$ cat config.mk
export PLATFORM = sky130hd
export DESIGN_NAME = tick_counter_periph
export DESIGN_NICKNAME = d
export VERILOG_FILES = /design/src/rtl/tcp_pkg.sv /design/src/rtl/tcp_decode.sv /design/src/rtl/tcp_counter.sv /design/src/rtl/tcp_resp.sv /design/src/rtl/tick_counter_periph.sv
export SDC_FILE = /design/constraint.sdc
export NUM_CORES = 1
export LEC_CHECK = 0
export BUFFER_PORTS_ARGS = -buffer_cell sky130_fd_sc_hd__buf_2
export CAP_MARGIN = 20
export CORE_ASPECT_RATIO = 1.25
export CORE_MARGIN = 4
export CORE_UTILIZATION = 40
export DETAILED_ROUTE_END_ITERATION = 8
export GPL_ROUTABILITY_DRIVEN = 0
export GPL_TIMING_DRIVEN = 0
export PLACE_DENSITY = 0.76
export SLEW_MARGIN = 5
export SYNTH_ARGS = -nofsm -noshare
export SYNTH_HDL_FRONTEND = slang
export SYNTH_HIERARCHICAL = 1
export SYNTH_SLANG_ARGS = --single-unit
$ cat constraint.sdc
create_clock -name clk -period 1.9 [get_ports clk]
set_clock_uncertainty 0.15 [all_clocks]
set_input_delay 0.19 -clock clk [delete_from_list [all_inputs] [get_ports clk]]
set_output_delay 0.19 -clock clk [all_outputs]
set_load 0.03 [all_outputs]
$ cat src/rtl/tcp_pkg.sv
package tcp_pkg;
    localparam int unsigned REG_WORDS = 2;
    localparam int unsigned ADDR_W    = $clog2(REG_WORDS);

    typedef struct packed {
        logic load;     // preset the count from write data
        logic run_set;  // start counting
        logic run_clr;  // stop counting (written stop or read-and-halt)
        logic read;     // capture count for the response
    } tcp_cmd_t;
endpackage

$ cat src/rtl/tcp_decode.sv
module tcp_decode
    import tcp_pkg::*;
(
    input  logic [ADDR_W-1:0] addr,
    input  logic              rd,
    input  logic              wr,
    input  logic              wdata_lsb,
    output tcp_cmd_t          cmd
);
    logic sel_ctrl;

    always_comb begin
        sel_ctrl     = (addr == ADDR_W'(1));
        cmd          = '0;
        cmd.read     = rd;
        cmd.load     = wr && !sel_ctrl;
        cmd.run_set  = wr && sel_ctrl && wdata_lsb;
        // a written control word beats the halt side effect of a read
        cmd.run_clr  = (wr && sel_ctrl && !wdata_lsb) ||
                       (rd && !wr && sel_ctrl);
    end
endmodule

$ cat src/rtl/tcp_counter.sv
module tcp_counter
    import tcp_pkg::*;
#(
    parameter int unsigned CNT_W = 32
) (
    input  logic             clk,
    input  logic             rst_n,
    input  tcp_cmd_t         cmd,
    input  logic [CNT_W-1:0] load_val,
    output logic [CNT_W-1:0] count,
    output logic             running
);
    typedef struct packed {
        logic [CNT_W-1:0] count;
        logic             run;
    } core_t;

    core_t st_d, st_q;

    always_comb begin
        st_d = st_q;
        if (cmd.load)
            st_d.count = load_val;
        else if (st_q.run && !cmd.run_clr)
            st_d.count = st_q.count + CNT_W'(1);
        if (cmd.run_set)
            st_d.run = 1'b1;
        else if (cmd.run_clr)
            st_d.run = 1'b0;
    end

    always_ff @(posedge clk or negedge rst_n) begin
        if (!rst_n) st_q <= '0;
        else        st_q <= st_d;
    end

    assign count   = st_q.count;
    assign running = st_q.run;

    // a running counter with no load or stop steps by one
    a_r2_step: assert property (@(posedge clk) disable iff (!rst_n)
        (running && !cmd.load && !cmd.run_clr) |=> (count == $past(count) + CNT_W'(1)));
    // a load lands exactly the written value
    a_r3_load: assert property (@(posedge clk) disable iff (!rst_n)
        cmd.load |=> (count == $past(load_val)));
    // stopped counter without a load stays put
    a_r4_hold: assert property (@(posedge clk) disable iff (!rst_n)
        (!running && !cmd.load) |=> $stable(count));
    // read-and-halt leaves the counter stopped
    a_r6_halt: assert property (@(posedge clk) disable iff (!rst_n)
        (cmd.run_clr && !cmd.run_set) |=> !running);
endmodule

$ cat src/rtl/tcp_resp.sv
module tcp_resp #(
    parameter int unsigned CNT_W = 32
) (
    input  logic             clk,
    input  logic             rst_n,
    input  logic             read,
    input  logic [CNT_W-1:0] count,
    output logic [CNT_W-1:0] rdata,
    output logic             rvalid
);
    typedef struct packed {
        logic [CNT_W-1:0] data;
        logic             valid;
    } rsp_t;

    rsp_t rsp_d, rsp_q;

    always_comb begin
        rsp_d.valid = read;
        rsp_d.data  = read ? count : '0;
    end

    always_ff @(posedge clk or negedge rst_n) begin
        if (!rst_n) rsp_q <= '0;
        else        rsp_q <= rsp_d;
    end

    assign rdata  = rsp_q.data;
    assign rvalid = rsp_q.valid;

    // a read yields exactly one valid cycle, next cycle
    a_r5_latency: assert property (@(posedge clk) disable iff (!rst_n)
        read |=> rvalid);
    a_r5_idle_zero: assert property (@(posedge clk) disable iff (!rst_n)
        !read |=> (!rvalid && rdata == '0));
    a_r5_value: assert property (@(posedge clk) disable iff (!rst_n)
        read |=> (rdata == $past(count)));
endmodule

$ cat src/rtl/tick_counter_periph.sv
module tick_counter_periph
    import tcp_pkg::*;
#(
    parameter int unsigned CNT_W = 32,
    parameter int unsigned LED_W = 27
) (
    input  logic              clk,
    input  logic              rst_n,
    input  logic [ADDR_W-1:0] bus_addr,
    input  logic              bus_rd,
    input  logic              bus_wr,
    input  logic [CNT_W-1:0]  bus_wdata,
    output logic [CNT_W-1:0]  rsp_data,
    output logic              rsp_valid,
    output logic [LED_W-1:0]  led_out
);
    tcp_cmd_t         cmd;
    logic [CNT_W-1:0] count;
    logic             running;

    tcp_decode u_decode (
        .addr      (bus_addr),
        .rd        (bus_rd),
        .wr        (bus_wr),
        .wdata_lsb (bus_wdata[0]),
        .cmd       (cmd)
    );

    tcp_counter #(.CNT_W(CNT_W)) u_core (
        .clk      (clk),
        .rst_n    (rst_n),
        .cmd      (cmd),
        .load_val (bus_wdata),
        .count    (count),
        .running  (running)
    );

    tcp_resp #(.CNT_W(CNT_W)) u_resp (
        .clk    (clk),
        .rst_n  (rst_n),
        .read   (cmd.read),
        .count  (count),
        .rdata  (rsp_data),
        .rvalid (rsp_valid)
    );

    generate
        if (LED_W <= CNT_W) begin : g_led_tap
            assign led_out = count[LED_W-1:0];
        end else begin : g_led_pad
            assign led_out = {{(LED_W-CNT_W){1'b0}}, count};
        end
    endgenerate

    // a written start survives a simultaneous read of the control word
    a_r8_start_wins: assert property (@(posedge clk) disable iff (!rst_n)
        (bus_wr && bus_rd && bus_addr == ADDR_W'(1) && bus_wdata[0]) |=> running);
    // LED bank tracks the count
    a_r7_led: assert property (@(posedge clk) disable iff (!rst_n)
        led_out == LED_W'(count));
endmodule

==> results.md <==
Status:
- The run finished, with violations left.
- The checks that failed: setup timing.

Drt:
- After detailed routing, the wire length on met1 is 3.66 mm.
- Wire segments on met2 add up to around 4.7 mm in the final route.
- In this run, the number of DRC markers left after iteration 0 of detailed routing was between 200 and 250.
- Wires add up to roughly 9.4 mm.
- Detailed routing inserted a total of 3064 vias.
- The pre-antenna-repair detailed-routing pass consisted of 4 iterations.
- The average detailed-routed wire length per instance is 17.0 µm.
- The wire length on met3 is ~700 µm.
- The via count normalized by instance count is ~5.5.
- In this run the remaining antenna-violating nets after routing total 0.
- In the routed design, unresolved DRC markers number 0.
- The highest metal layer with signal wires is met4.

GRT:
- The first global-routing pass estimated around 14 mm of wire.
- The number of antenna violations at the first check in global routing came to 0.
- After global routing the overflow that remains totals 0.
- The via count of the first global-routing pass is 2927.
- The largest net degree at the start of global routing is 67.
- The total routing resource utilization after global routing is 19.8%.

Synthesis:
- The largest family of logic cells by synthesized area is simple AND/OR/NAND/NOR gates.
- Sorting the synthesized cells by area gives the leading types as sky130_fd_sc_hd__dfrtp_1 (54%), sky130_fd_sc_hd__and2_2 (7.9%), sky130_fd_sc_hd__a31oi_1 (3.9%), sky130_fd_sc_hd__nand2_1 (3.5%), sky130_fd_sc_hd__o21ai_0 (3.0%).
- Yosys mapped the design onto 36 distinct sky130hd cell types.
- The library cell with the largest summed area after synthesis is sky130_fd_sc_hd__dfrtp_1.
- For this run, the leading register cell type out of synthesis is sky130_fd_sc_hd__dfrtp_1.
- The post-synthesis adder-cell area fraction is less than 1%.
- The synthesized netlist devotes 10.9% of its cell area to compound gates.
- The number of cells produced by synthesis is 295.
- The synthesized design contains 0 enable-type register cells.
- Counting flops and latches in the post-synthesis netlist gives 66.
- The fraction of synthesized area in multiplexers is 0.329%.
- The share of synthesized registers carrying an async set or reset is between 90% and 100%.
- After Yosys synthesis, and, or, nand and nor cells account for 27.5% of the synthesized area.
- The Yosys step of the flow raised 6 warnings.
- The post-synthesis share of cell area spent on xor and xnor gates is 3.45%.
- The synthesized cell area is 0.00304 mm².
- The top-area cell type share of the netlist area is 54.3%.
- The share of the Yosys chip area taken by registers is between 50% and 60%.
- The post-synthesis net count is 333.
- The post-synthesis area per instance is 10.3 µm².

Timing:
- The worst path uses 116% of the clock period.
- The pin slew with the least headroom to its limit is 0.812 ns.
- In this run the tightest slew margin relative to its limit is ~46%.
- The total count of hold-check failures in the final report is 0.
- Setup repair after global routing could not meet its margin everywhere.
- Timing would allow up to 0.456 GHz.
- The final count of negative-setup-slack endpoints is 18.
- Setup slack on the critical path of the routed design comes to -0.295 ns.
- The clock period minus final worst setup slack is 2.19 ns.
- The final max-slew violation count was 0.

Placement:
- Timing analysis after detailed placement gives a worst setup slack of -0.563 ns.
- Detailed placement finished with a half-perimeter wire length of 5.83 mm.
- The number of port buffers is 96.

Clock tree:
- The CTS clock-pin slew for the worst setup and hold paths is 0.08 ns.
- The longest clock path from root to sink contains 2 buffers.
- The tree is rooted in a sky130_fd_sc_hd__clkbuf_8.
- The number of clock sinks seen by CTS is 66.
- The clock insertion delay at the later pin of the skew report is 0.35 ns.
- The total clock buffers created by CTS is 9.
- The clock tree from TritonCTS is built.
- The count of H-tree levels built during CTS is 3.

Cells and area:
- The antenna diode count is 0.
- The post-route netlist has between 40 and 50% of its cells at a drive strength greater than 1.
- The post-synthesis to final-layout area growth is 52.9%.
- For this run, the post-layout net count is approximately 490.

Die:
- In this run the standard cell core region covers 0.00740 mm².
- The number of top-level pins is 97.
- The initial utilization of the core area, before any placement, comes to 41.1%.
- The horizontal die dimension is 86.0 µm.
- The number of rows in the core area is 35.
- The die boundary height is 106 µm.
- The floorplan die area is 0.00908 mm².

Power:
- The reported leakage power is 2.09 nW.
- The total power is 4.19 mW.
- Power spread over the standard cell area amounts to 902 mW/mm².
- The worst-case vdd ir drop is 0.532 mV.

Worst setup path:
- The arrival time of the worst setup path is 2.23 ns.
- The worst setup path is of the reg -> reg kind.
- For the worst setup path, the data required time is 1.94 ns.
- The highest fanout seen on the critical path is 10.
- STA classifies the critical path endpoint as a register.
- The kind of start point of the critical path is a register.

Job:
- Across the run, the number of max-cap violations was 0.

Min path:
- The path type of the worst min-delay path is in -> reg.
==> critical path, cell delays in order, from the launching register on <==
cell	delay, ns
sky130_fd_sc_hd__dfrtp_2	0.44
sky130_fd_sc_hd__nand4_1	0.25
sky130_fd_sc_hd__or4_4	0.56
sky130_fd_sc_hd__buf_8	0.19
sky130_fd_sc_hd__o41ai_4	0.32
sky130_fd_sc_hd__a31oi_1	0.14
==> routing by layer <==
| metal | GRT usage (%) | up-vias |
|---|---|---|
| met5 | 0 | - |
| met4 | 7.13 | 0 |
| met3 | 4.07 | 26 |
| met2 | 34.0 | 141 |
| met1 | 24.1 | 1513 |
| li1 | - | 1384 |
==> cell families after synthesis <==
group,count (synthesis)
buffers and inverters,21
xor gates and xnor gates,12
muxes,1
adders and majority gates,1
DFF,66
AOI/OAI and AO/OA,52
and+or+nand+nor,142
==> final timing paths <==
kind / startpoint / to / slack (ns) / cells after the start
max in group asynchronous: rst_n / u_core/count[11] / 0.68 / 2
max: u_core/count[16] / u_core/count[31] / -0.29 / 5
min in group asynchronous: rst_n / u_resp/rdata[23] / 0.34 / 2
max reg2reg: u_core/count[16] / u_core/count[31] / -0.29 / 5
min reg2reg: u_core/count[12] / u_resp/rdata[12] / 0.43 / 1
min: bus_addr / u_core/running / 0.09 / 3
==> synthesized netlist by cell type (2+ instances only) <==
| master | count |
|---|---|
| sky130_fd_sc_hd__dfrtp_1 | 66 |
| sky130_fd_sc_hd__and2_2 | 32 |
| sky130_fd_sc_hd__nand2_1 | 28 |
| sky130_fd_sc_hd__nor2_1 | 21 |
| sky130_fd_sc_hd__a31oi_1 | 19 |
| sky130_fd_sc_hd__o21ai_0 | 18 |
| sky130_fd_sc_hd__or4_1 | 12 |
| sky130_fd_sc_hd__clkbuf_1 | 11 |
| sky130_fd_sc_hd__o31ai_1 | 9 |
| sky130_fd_sc_hd__xnor2_1 | 9 |
| sky130_fd_sc_hd__nand4_1 | 8 |
| sky130_fd_sc_hd__or3_1 | 7 |
| sky130_fd_sc_hd__nor3_1 | 6 |
| sky130_fd_sc_hd__nor4_1 | 6 |
| sky130_fd_sc_hd__nand3_1 | 5 |
| sky130_fd_sc_hd__nand4b_1 | 4 |
| sky130_fd_sc_hd__o41ai_1 | 4 |
| sky130_fd_sc_hd__clkbuf_2 | 3 |
| sky130_fd_sc_hd__inv_1 | 3 |
| sky130_fd_sc_hd__or2_2 | 3 |
| sky130_fd_sc_hd__xor2_1 | 3 |
| sky130_fd_sc_hd__buf_2 | 2 |
| sky130_fd_sc_hd__nand2b_1 | 2 |
| sky130_fd_sc_hd__nor2b_1 | 2 |
==> flip-flops by register name (all words and copies together) (netlist names) <==
name,cells
u_core/count,32
u_resp/rdata,32
u_core/running,1
u_resp/rvalid,1
==> power by group <==
part	switching, mW	leakage [nW]	internal [mW]
registers	0.207	0.784	1.59
clock network	0.543	0.0986	0.676
logic	0.709	1.21	0.466
total	1.46	2.09	2.74
==> layout make-up <==
| cell class | count | area [µm²] |
|---|---|---|
| buffer | 17 | 109 |
| clock buffer | 12 | 155 |
| clock inverter | 4 | 50.0 |
| fill | 601 | 2750 |
| inverter | 3 | 11.3 |
| multi-input combinational | 208 | 1510 |
| sequential | 66 | 1680 |
| tap | 92 | 115 |
| timing repair buffer | 151 | 1030 |
==> cells in the final DEF, fill, tap and decap left out, types with 7 or more instances in the layout <==
| master | Yosys | routed |
|---|---|---|
| sky130_fd_sc_hd__nand2_1 | 28 | 28 |
| sky130_fd_sc_hd__o21ai_0 | 18 | 16 |
| sky130_fd_sc_hd__or4_4 | 0 | 7 |
| sky130_fd_sc_hd__dfrtp_2 | 0 | 19 |
| sky130_fd_sc_hd__nand4_1 | 8 | 8 |
| sky130_fd_sc_hd__a31oi_1 | 19 | 18 |
| sky130_fd_sc_hd__xnor2_1 | 9 | 9 |
| sky130_fd_sc_hd__buf_4 | 1 | 17 |
| sky130_fd_sc_hd__buf_2 | 2 | 95 |
| sky130_fd_sc_hd__and2_2 | 32 | 32 |
| sky130_fd_sc_hd__nor2_1 | 21 | 21 |
| sky130_fd_sc_hd__clkbuf_8 | 0 | 11 |
| sky130_fd_sc_hd__dlygate4sd3_1 | 0 | 34 |
| sky130_fd_sc_hd__dfrtp_1 | 66 | 47 |
| sky130_fd_sc_hd__clkbuf_1 | 11 | 10 |
==> through the flow <==
step           std cells  area, µm²  setup TNS, ns  hold slack, ns  util, %
2_1_floorplan        295       3100          -3.27          -0.256        -
3_3_place_gp         483       3700          -6.79           0.248     50.0
3_5_place_dp         483       3700          -7.52           0.193     50.0
4_1_cts              539       4340          -3.99          0.0603     58.6
5_1_grt              553       4650          -5.52          0.0882     62.9
6_report             553       4650          -4.26          0.0889     62.9
==> what timing repair did <==
item,in CTS,in global routing
hold buffers,34,0
setup buffers,7,14
gates resized for setup,9,34
cloned,0,1
endpoints found under the hold margin,99,0
pin swaps,9,32
endpoints found under the setup margin,19,21
No activity file was read; power rests on OpenSTA's default activity.
